[config.mk]
export PLATFORM = sky130hd
export DESIGN_NAME = dtc_loop
export DESIGN_NICKNAME = d
export VERILOG_FILES = /design/src/rtl/dtc_pkg.sv /design/src/rtl/dtc_step_ctr.sv /design/src/rtl/dtc_edge_delay.sv /design/src/rtl/dtc_loop.sv
export SDC_FILE = /design/constraint.sdc
export NUM_CORES = 1
export LEC_CHECK = 0
export ABC_AREA = 1
export BUFFER_PORTS_ARGS = -buffer_cell sky130_fd_sc_hd__buf_4
export CORE_MARGIN = 1
export CORE_UTILIZATION = 50
export DETAILED_ROUTE_END_ITERATION = 10
export PLACE_DENSITY = 0.81
export SLEW_MARGIN = 40
export SYNTH_ARGS = -nofsm -noshare
export SYNTH_HDL_FRONTEND = slang
export SYNTH_SLANG_ARGS = --single-unit
[constraint.sdc]
create_clock -name clk -period 4.15 [get_ports clk]
set_input_delay 0.2075 -clock clk [delete_from_list [all_inputs] [get_ports clk]]
set_output_delay 0.2075 -clock clk [all_outputs]
set_load 0.01 [all_outputs]
[src/rtl/dtc_pkg.sv]
package dtc_pkg;

   typedef enum logic [1:0] {
      STEP_HOLD = 2'd0,
      STEP_UP   = 2'd1,
      STEP_DOWN = 2'd2
   } step_e;

   // Increment wins when both requests are present.
   function automatic step_e pick_step(input logic stb, input logic up, input logic dn);
      if (!stb)     return STEP_HOLD;
      else if (up)  return STEP_UP;
      else if (dn)  return STEP_DOWN;
      else          return STEP_HOLD;
   endfunction

endpackage

[src/rtl/dtc_step_ctr.sv]
module dtc_step_ctr
   import dtc_pkg::*;
#(
   parameter int CODE_W    = 4,
   parameter bit START_MAX = 1'b0
) (
   input  logic              clk,
   input  logic              rst_n,
   input  logic              hold,
   input  step_e             step_in,
   output logic [CODE_W-1:0] code
);

   localparam logic [CODE_W-1:0] CODE_TOP = {CODE_W{1'b1}};
   localparam logic [CODE_W-1:0] CODE_MID = {1'b1, {(CODE_W-1){1'b0}}};
   localparam logic [CODE_W-1:0] RST_CODE = START_MAX ? CODE_TOP : CODE_MID;

   logic  pend_v;
   step_e pend_s;
   step_e step_eff;

   function automatic logic [CODE_W-1:0] apply_step(input logic [CODE_W-1:0] c, input step_e s);
      case (s)
         STEP_UP:   return (c == CODE_TOP) ? c : c + 1'b1;
         STEP_DOWN: return (c == '0) ? c : c - 1'b1;
         default:   return c;
      endcase
   endfunction

   assign step_eff = pend_v ? pend_s : step_in;

   always_ff @(posedge clk or negedge rst_n) begin
      if (!rst_n) begin
         code   <= RST_CODE;
         pend_v <= 1'b0;
         pend_s <= STEP_HOLD;
      end else if (hold) begin
         if (step_in != STEP_HOLD) begin
            pend_v <= 1'b1;
            pend_s <= step_in;
         end
      end else begin
         code <= apply_step(code, step_eff);
         if (pend_v) begin
            pend_v <= (step_in != STEP_HOLD);
            pend_s <= step_in;
         end
      end
   end

endmodule

[src/rtl/dtc_edge_delay.sv]
module dtc_edge_delay #(
   parameter int CODE_W    = 4,
   parameter int BASE_TAPS = 1
) (
   input  logic              clk,
   input  logic              rst_n,
   input  logic              req,
   input  logic [CODE_W-1:0] code,
   output logic              gate_out,
   output logic              busy
);

   localparam int TAP_MAX = BASE_TAPS + (1 << CODE_W) - 1;
   localparam int TAP_W   = $clog2(TAP_MAX + 1);

   logic             req_q;
   logic             on_q;
   logic [TAP_W-1:0] cnt;
   logic             start;

   assign start = req & ~req_q;

   always_ff @(posedge clk or negedge rst_n) begin
      if (!rst_n) begin
         req_q <= 1'b0;
         on_q  <= 1'b0;
         busy  <= 1'b0;
         cnt   <= '0;
      end else begin
         req_q <= req;
         if (!req) begin
            busy <= 1'b0;
            on_q <= 1'b0;
         end else if (start) begin
            busy <= 1'b1;
            cnt  <= TAP_W'(BASE_TAPS) + TAP_W'(code);
         end else if (busy) begin
            if (cnt == TAP_W'(1)) begin
               busy <= 1'b0;
               on_q <= 1'b1;
            end else begin
               cnt <= cnt - 1'b1;
            end
         end
      end
   end

   // Turn-off is combinational from the request: no added delay.
   assign gate_out = req & on_q;

endmodule

[src/rtl/dtc_loop.sv]
module dtc_loop
   import dtc_pkg::*;
#(
   parameter int CODE_W    = 4,
   parameter int BASE_TAPS = 1,
   parameter bit START_MAX = 1'b0
) (
   input  logic              clk,
   input  logic              rst_n,
   input  logic              gate_req,
   input  logic              upd_stb,
   input  logic              up_pulse,
   input  logic              dn_pulse,
   output logic              gate_out,
   output logic [CODE_W-1:0] code
);

   generate
      if (CODE_W < 2 || CODE_W > 8) begin : g_bad_width
         $error("dtc_loop: CODE_W must be in 2..8");
      end
      if (BASE_TAPS < 1) begin : g_bad_base
         $error("dtc_loop: BASE_TAPS must be at least 1");
      end
   endgenerate

   step_e step_now;
   logic  dly_busy;

   assign step_now = pick_step(upd_stb, up_pulse, dn_pulse);

   dtc_step_ctr #(
      .CODE_W    (CODE_W),
      .START_MAX (START_MAX)
   ) u_ctr (
      .clk     (clk),
      .rst_n   (rst_n),
      .hold    (dly_busy),
      .step_in (step_now),
      .code    (code)
   );

   dtc_edge_delay #(
      .CODE_W    (CODE_W),
      .BASE_TAPS (BASE_TAPS)
   ) u_dly (
      .clk      (clk),
      .rst_n    (rst_n),
      .req      (gate_req),
      .code     (code),
      .gate_out (gate_out),
      .busy     (dly_busy)
   );

endmodule

* Word-level counts from Yosys, hierarchy flattened
Cells that the tools add are included.
** Word-level totals
- Input bits :: 6
- Logic and storage cells :: 59
- Flip-flop bits (word level) :: 15
- Output and inout bits :: 5
** Cells by class
- Bitwise gates (word level) :: 4
- Reductions and logical operators :: 9
- Muxes and demuxes :: 24
- Add/subtract/negate cells :: 4
- Equal/unequal tests :: 11
** Operator list (count)
- $mux 5 :: 3
- $mux 2 :: 7
- $mux 1 :: 11
- $mux 4 :: 2
- $ne 2x2->1 const B :: 4
- $pmux 4 s2 :: 1
- $reduce_bool 2->1 :: 4
- $ne 2x1->1 const B :: 3
- $reduce_and 3->1 :: 2
- $add 1x4->5 const A :: 1
- $eq 5x1->1 const B :: 1
- $sub 5x1->5 const B :: 1
- $add 4x1->4 const B :: 1
- $eq 4x4->1 const B :: 1
- $logic_not 4->1 :: 1
- $reduce_and 4->1 :: 1
- $sub 4x1->4 const B :: 1
- $and 1x1->1 :: 2
- $eq 2x1->1 const B :: 1
- $eq 2x2->1 const B :: 1
- $not 1->1 :: 2
- $reduce_and 2->1 :: 1

* Logic depth before layout (Yosys ltp)
Gate-level depths: netlist of the first run.
- Word-level depth :: 7
- Gate-level depth with buffers :: 11
- Depth with buffers taken out :: 11

* Hierarchy
From an unflattened synthesis of the first run, not the netlist that was laid out.
** Second synthesis, totals
- Cell total of the unflattened synthesis :: 152
- Area total of the unflattened synthesis :: 1087.3 sq um
** Modules (own cells, without submodules)
- dtc_step_ctr :: times used 1, cells each 84, area an instance 540.5 sq um, sequential area each 176.4 sq um
- dtc_edge_delay :: times used 1, cells each 64, area an instance 529.3 sq um, sequential area each 200.2 sq um
- dtc_loop :: times used 1, cells each 4, area an instance 17.5 sq um, sequential area each 0.0 sq um

* Worst setup path before layout of the first run
No wires, ideal clock.
- Kind :: reg-to-reg
- Start point :: register u_ctr.pend_v
- End point :: register u_ctr.code[2]
- Required time :: 4.033 ns
- Setup slack :: 2.394 ns
- Period minus slack after synthesis :: 1.756 ns
- Path buffers :: 0
- Stages on the path, launching flop included :: 12
- Library setup time :: 0.117 ns
- Arrival :: 1.639 ns
- Cells stage by stage :: dfrtp_1 -> inv_2 -> nand2_1 -> nand2_2 -> nand3_4 -> xor2_1 -> ha_1 -> or2_2 -> o21ai_1 -> nand3_1 -> nand2_1 -> nand2_1
** On the way
- Word-level cells in the longest chain between the ends :: 4
- Elaborated cells on any way between the ends :: 8
- Those cells by class :: eq/ne (4); mux (2); reduce/logical (2)
** Ends and longest elaborated chain
- from (decl) :: line dtc_step_ctr.sv:18 : logic pend_v;
- from (signal assigned) :: line dtc_step_ctr.sv:45 : pend_v <= (step_in != STEP_HOLD);
- $mux 2 (*) :: line dtc_step_ctr.sv:30 : assign step_eff = pend_v ? pend_s : step_in;
- $eq 2x2->1 / $eq 2x1->1 (equally long branches) :: line dtc_step_ctr.sv:23 : case (s)
- $ne 2x2->1 (no source line) / $reduce_bool 2->1 (equally long branches)
- $reduce_and 4->1 (no source line)
- to (signal assigned) :: line dtc_step_ctr.sv:43 : code <= apply_step(code, step_eff);
- to (decl) :: line dtc_step_ctr.sv:11 : output logic [CODE_W-1:0] code
Every way passes the cells marked *; elsewhere a longest branch is shown, timed or not.
A chain may end at the register's enable or synchronous reset.

* Final worst setup path of the first run
Ends and elaborated chain as after synthesis.

==> reports/metrics.yaml, run 1 <==
cts_sinks: 15
slew_viol_final: 0
clk_pin_slew_ns: 0.09
power.density_mw_per_mm2: 577
diodes: 0
worst_slew_pin_slew_ns: 0.295
ant_nets: 0
path_delay_family: "simple AND/OR/NAND/NOR gates"
min_path_type: "input pin to flip-flop"
cp_common_cell: "nand2_1"
outcome: "finished clean"
grt_usage_pct: 19.3
cts_setup_buffers: 0
final-setup-viol-count: 0
regArea_um2: 377
cts_tree: "built"
die-area_mm2: 0.00215
synthArstFlopShare_pct: 100
drive_above_1_share_pct: 22.0
gp_congestion: 0.848
placed_cells: 152
syn_area_um2: 983
vias: 803
max_freq_mhz: 538
postLayoutCoreUtil_pct: 61.9
fillCellCount: 165
crit_buf_inv: 1
hold_viol_final: 0
cp-end-kind: "flip-flop"
area_delta_synth_final_pct: 12.2
detail_route.iter0.violations: 9
grt_max_degree: 16
ys_ff_latch: 15
mostFrequentLayoutCell: "nand2_1"
path_class: "flip-flop to flip-flop"
cp-startpoint: "u_ctr.pend_v"
viasPerCell: 5.11
die_w_um: 46.4
pin_count: 11
crit-reg2reg-launch: "u_ctr.pend_v"
clock_latency_ns: 0.28
io_buffers: 10
peakVddDrop_v: 0.000318
numCtsBuffers: 3
drt_pass1_iterations: 2
synth_warnings: 0
root_buffer: "clkbuf_4"
grt-ovfl-total: 0
worstHoldStart: "gate_req"
syn_nets: 130
fp-row-count: 15
grt_pass1_vias: 700
worst-endpoint-arrival_ns: 2.04
remaining_drc_errors: 0
core_mm2: 0.00178
setup_tns_ns: 0
grt_pass1_wl_um: 2940
max_stage_delay_ns: 0.40
die_y_um: 46.4
final_nets: 144
crit_slowest_cell: "dfrtp_1"
max_cap_violations: 0
finalCritPeriodShare_pct: 44.8
syn_avg_cell_area_um2: 8.26
htree_num_levels: 1
clock_path_buffers: 2
syn-instance-count: 119
post_layout_nonfiller_instances: 157
synthFlopType: "dfrtp_1"
synth_edf_count: 0
start_kind: "flip-flop"
routedWlPerCell_um: 11.2
yosysUniqueCellTypes: 29
layout.cells.most_common_list: "nand2_1 (24), inv_1 (15), dfrtp_1 (14), buf_4 (10), o21ai_0 (8)"
postRouteWirelength_um: 1760
yosysSeqAreaShare_pct: 38.3
skew_ns: 0.000251
cp_max_fo: 6
period_minus_slack_ns: 1.86
dpl.hpwl_um: 1330
p_leak_nw: 0.565
rsz0062_at_grt: "no"
worstPathCellList: "inv_2 > nand2_1 > nand2_2 > nand3_4 > xor2_1 > ha_1 > or2_2 > o21ai_1 > nand3_1 > nand2_1 > nand2_1"
start_util_pct: 55.2
cp.required_ns: 4.33
multi_input_comb_area_um2: 517
antenna_found_initial: 0
slew_headroom_pct: 80.1
==> stage by stage <==
| step | power, mW | hold WS, ns | setup slack (ns) | area [um2] |
|---|---|---|---|---|
| 2_1_floorplan | 0.472 | -0.0881 | 2.39 | 983 |
| 3_3_place_gp | 0.546 | 0.0757 | 2.36 | 1070 |
| 3_5_place_dp | 0.556 | 0.0770 | 2.29 | 1070 |
| 4_1_cts | 0.642 | 0.0535 | 2.28 | 1100 |
| 5_1_grt | 0.705 | 0.0423 | 2.15 | 1100 |
| 6_report | 0.637 | 0.0621 | 2.29 | 1100 |
==> layout make-up <==
cell class	count	area share, %
well taps	25	2.83
inverters	18	6.12
clock buffers	4	2.38
multi-input cells	84	46.8
flip-flops and latches	15	34.1
repair buffers	11	7.71
==> routing by layer <==
metal / global-route usage [%] / vias up / share of wire [%]
met5: 0 / - / 0
met4: 3.53 / 0 / 0
met3: 5.88 / 0 / 3.9
met2: 32.2 / 15 / 48
met1: 24.5 / 374 / 48
li1: - / 414 / -
==> report_power, final <==
| part | switching (mW) | total (mW) | internal, mW | leakage (nW) |
|---|---|---|---|---|
| Sequential | 0.0582 | 0.258 | 0.200 | 0.180 |
| Combinational | 0.165 | 0.295 | 0.130 | 0.370 |
| Clock | 0.0458 | 0.0831 | 0.0373 | 0.0150 |
==> worst paths after layout <==
check,end,slack [ns],depth (start not counted)
setup / recovery,u_ctr.code[2],2.29,11
hold / removal,u_dly.req_q,0.06,1
hold reg to reg,u_dly.on_q,0.49,2
setup reg to reg,u_ctr.code[2],2.29,11
min in group asynchronous,u_dly.req_q,0.34,2
max in group asynchronous,u_ctr.code[3],3.57,2
==> sequential cells by signal, indices dropped and copies added (netlist names) <==
register / cells
u_dly.on_q: 1
u_ctr.pend_s: 2
u_ctr.pend_v: 1
u_dly.busy: 1
u_ctr.code: 4
u_dly.req_q: 1
u_dly.cnt: 5
==> worst reg2reg max path: stages, from the launching register on <==
cell	delay (ns)
dfrtp_1	0.40
inv_2	0.10
nand2_1	0.07
nand2_2	0.10
nand3_4	0.12
xor2_1	0.16
ha_1	0.19
or2_2	0.27
o21ai_1	0.16
nand3_1	0.08
nand2_1	0.06
nand2_1	0.04
==> cell usage after synthesis, types with 2 or more instances <==
cell type | n | share of area, %
nor2_1 | 6 | 2.3
nand4_1 | 4 | 2.5
o21ai_1 | 2 | 1.0
dfrtp_1 | 14 | 36
inv_2 | 3 | 1.1
ha_1 | 5 | 6.4
nand3_1 | 7 | 3.6
o211ai_1 | 3 | 2.3
inv_1 | 15 | 5.7
xor2_1 | 4 | 3.6
nand2_1 | 24 | 9.2
a21oi_1 | 2 | 1.0
o21ai_0 | 8 | 4.1
nand3_2 | 2 | 2.0
buf_6 | 2 | 2.3
nand2_2 | 5 | 3.2
==> cells by family after synthesis <==
group / Yosys count / synth area share, %
adder cells (fa/ha/maj): 5 / 6.36
AND/OR/NAND/NOR: 56 / 31.2
flip-flops: 15 / 38.3
AO/OA/AOI/OAI: 19 / 11.5
buffers and inverters: 20 / 9.16
XOR/XNOR: 4 / 3.56
==> what timing repair did <==
item / CTS / global route
hold buffers: 1 / 0
endpoints found under the hold margin: 15 / 0
resized for setup: 0 / 0
setup endpoints to repair: 0 / 0
Note: power is estimated with default switching activity, not from simulation.
==> inputs of run 2 (changes only) <==
==> constraint.sdc (replaced) <==
create_clock -name clk -period 1.9 [get_ports clk]
set_input_delay 0.095 -clock clk [delete_from_list [all_inputs] [get_ports clk]]
set_output_delay 0.095 -clock clk [all_outputs]
set_load 0.01 [all_outputs]
==> reports/metrics.yaml, run 2 (synthesis results as in run 1) <==
die-area_mm2: 0.00215  # unchanged
cp-end-kind: "flip-flop"
p_leak_nw: 0.583  # +3.2%
antenna_found_initial: 0  # unchanged
die_w_um: 46.4  # unchanged
setup_tns_ns: 0  # unchanged
final_nets: 148  # +2.8%
top_register: "u_dly.cnt"
diodes: 0  # unchanged
reg.largest.list: "u_dly.cnt: 5 flops, u_ctr.code: 4 flops, u_ctr.pend_s: 2 flops"
die_y_um: 46.4  # unchanged
slew_viol_final: 0  # unchanged
vias: 865  # +7.7%
pin_count: 11  # unchanged
max_freq_mhz: 551  # +2.4%
placed_area_mm2: 0.00107  # +0.70%
final-setup-viol-count: 0  # unchanged
cp.required_ns: 2.09  # -2.24 ns
mostFrequentLayoutCell: "nand2_1"
grt_pass1_wl_um: 3040  # +3.5%
viasPerCell: 5.37  # +5.0%
max_cap_violations: 0  # unchanged
hold_viol_final: 0  # unchanged
path_class: "flip-flop to flip-flop"
dpl.hpwl_um: 1380  # +3.4%
grt-ovfl-total: 0  # unchanged
core_mm2: 0.00178  # unchanged
period_minus_slack_ns: 1.82  # -0.0440 ns
min_path_type: "input pin to flip-flop"
numCtsBuffers: 3  # unchanged
power.density_mw_per_mm2: 1270  # +120%
start_kind: "flip-flop"
postLayoutCoreUtil_pct: 64.1  # +2.2 points
detail_route.iter0.violations: 23  # +14
io_buffers: 10  # unchanged
postRouteWirelength_um: 1910  # +8.6%
remaining_drc_errors: 0  # unchanged
root_buffer: "clkbuf_4"
largest_reg_flops: 5  # unchanged
grt_pass1_vias: 695  # -0.71%
worst-endpoint-arrival_ns: 2.00  # -0.04 ns
drt_pass1_iterations: 4  # +2
cts_sinks: 15  # unchanged
worst_slew_pin_slew_ns: 0.306  # +0.0111 ns
cp_max_fo: 5  # -1
slew_headroom_pct: 79.6  # -0.53 points
cts_tree: "built"
r2r_slack_ns: 0.08  # -2.21 ns
ant_nets: 0  # unchanged
skew_ns: 0.00678  # +0.00653 ns
fp-row-count: 15  # unchanged
routedWlPerCell_um: 11.9  # +5.9%
area_delta_synth_final_pct: 16.3
outcome: "finished clean"
grt_usage_pct: 20.2  # +0.88 points
grt_max_degree: 16  # unchanged
htree_num_levels: 1  # unchanged
gp_congestion: 0.893  # +5.2%
start_util_pct: 55.2  # unchanged
clk_pin_slew_ns: 0.10  # about the same
peakVddDrop_v: 0.000843  # +170%
power_mw: 1.45  # +130%
drive_above_1_share_pct: 25.0  # +3.0 points
clock_latency_ns: 0.29  # about the same
finalInstanceArea_mm2: 0.00114  # +3.6%
layout.cells.most_common_list: "nand2_1 (24), inv_1 (15), dfrtp_1 (14), buf_4 (13), o21ai_0 (8)"
finalCritPeriodShare_pct: 95.6  # +51 points
clock_path_buffers: 2  # unchanged
-- run 2: changes by cell type in the layout (fill, tap and decap cells not counted) --
cell / previous run / this run
buf_4: 10 / 13
clkbuf_1: 1 / 0
clkinvlp_4: 0 / 1
dlygate4sd3_1: 1 / 2
o21ai_1: 2 / 1
o21ai_2: 0 / 1
-- run 2: final timing paths --
path                              start               to  cells past startpoint
max                        u_ctr.pend_v    u_ctr.code[2]                     11
min in group asynchronous         rst_n  u_ctr.pend_s[0]                      2
max reg2reg                u_ctr.pend_v    u_ctr.code[2]                     11
min                             upd_stb  u_ctr.pend_s[0]                      3
max in group asynchronous         rst_n    u_ctr.code[3]                      2
min reg2reg                  u_dly.on_q       u_dly.on_q                      2
-- run 2: report_power, final --
group	switching, mW	leakage (nW)	internal (mW)	total, mW
Sequential	0.132	0.180	0.437	0.569
Clock	0.115	0.0139	0.0801	0.195
Combinational	0.386	0.389	0.303	0.689
-- run 2: final cells by class --
| type | instances | area [um2] |
|---|---|---|
| Inverter | 18 | 67.6 |
| Tap cell | 25 | 31.3 |
| Clock inverter | 1 | 7.51 |
| Multi-Input combinational cell | 84 | 520 |
| Clock buffer | 3 | 22.5 |
| Fill cell | 162 | 639 |
| Sequential cell | 15 | 377 |
| Timing Repair Buffer | 15 | 118 |
-- run 2: worst max-delay path, cell delays in order, from the launching register on --
cell     delay [ns]
dfrtp_1        0.40
inv_2          0.10
nand2_1        0.07
nand2_2        0.10
nand3_4        0.08
xor2_1         0.15
ha_1           0.19
or2_2          0.28
o21ai_2        0.16
nand3_1        0.09
nand2_1        0.06
nand2_1        0.04
-- run 2: repair_timing --
item                                   CTS  global route
setup endpoints to repair                0             1
resized for setup                        0             1
buffers inserted                         0             2
endpoints found under the hold margin   16             0
hold buffers                             2             0
-- run 2: through the flow --
| stage | cells | setup WS [ns] | hold WS [ns] |
|---|---|---|---|
| 2_1_floorplan | 119 | 0.144 | -0.201 |
| 3_3_place_gp | 153 | 0.168 | -0.0383 |
| 3_5_place_dp | 153 | 0.0914 | -0.0387 |
| 4_1_cts | 159 | 0.0683 | 0.0929 |
| 5_1_grt | 161 | -0.00429 | 0.0882 |
| 6_report | 161 | 0.0842 | 0.0924 |
-- run 2: layer usage --
layer	global-route usage [%]	wire length, um
met5	0	0
met4	8.82	34
met3	2.35	117
met2	30.3	900
met1	28.9	855
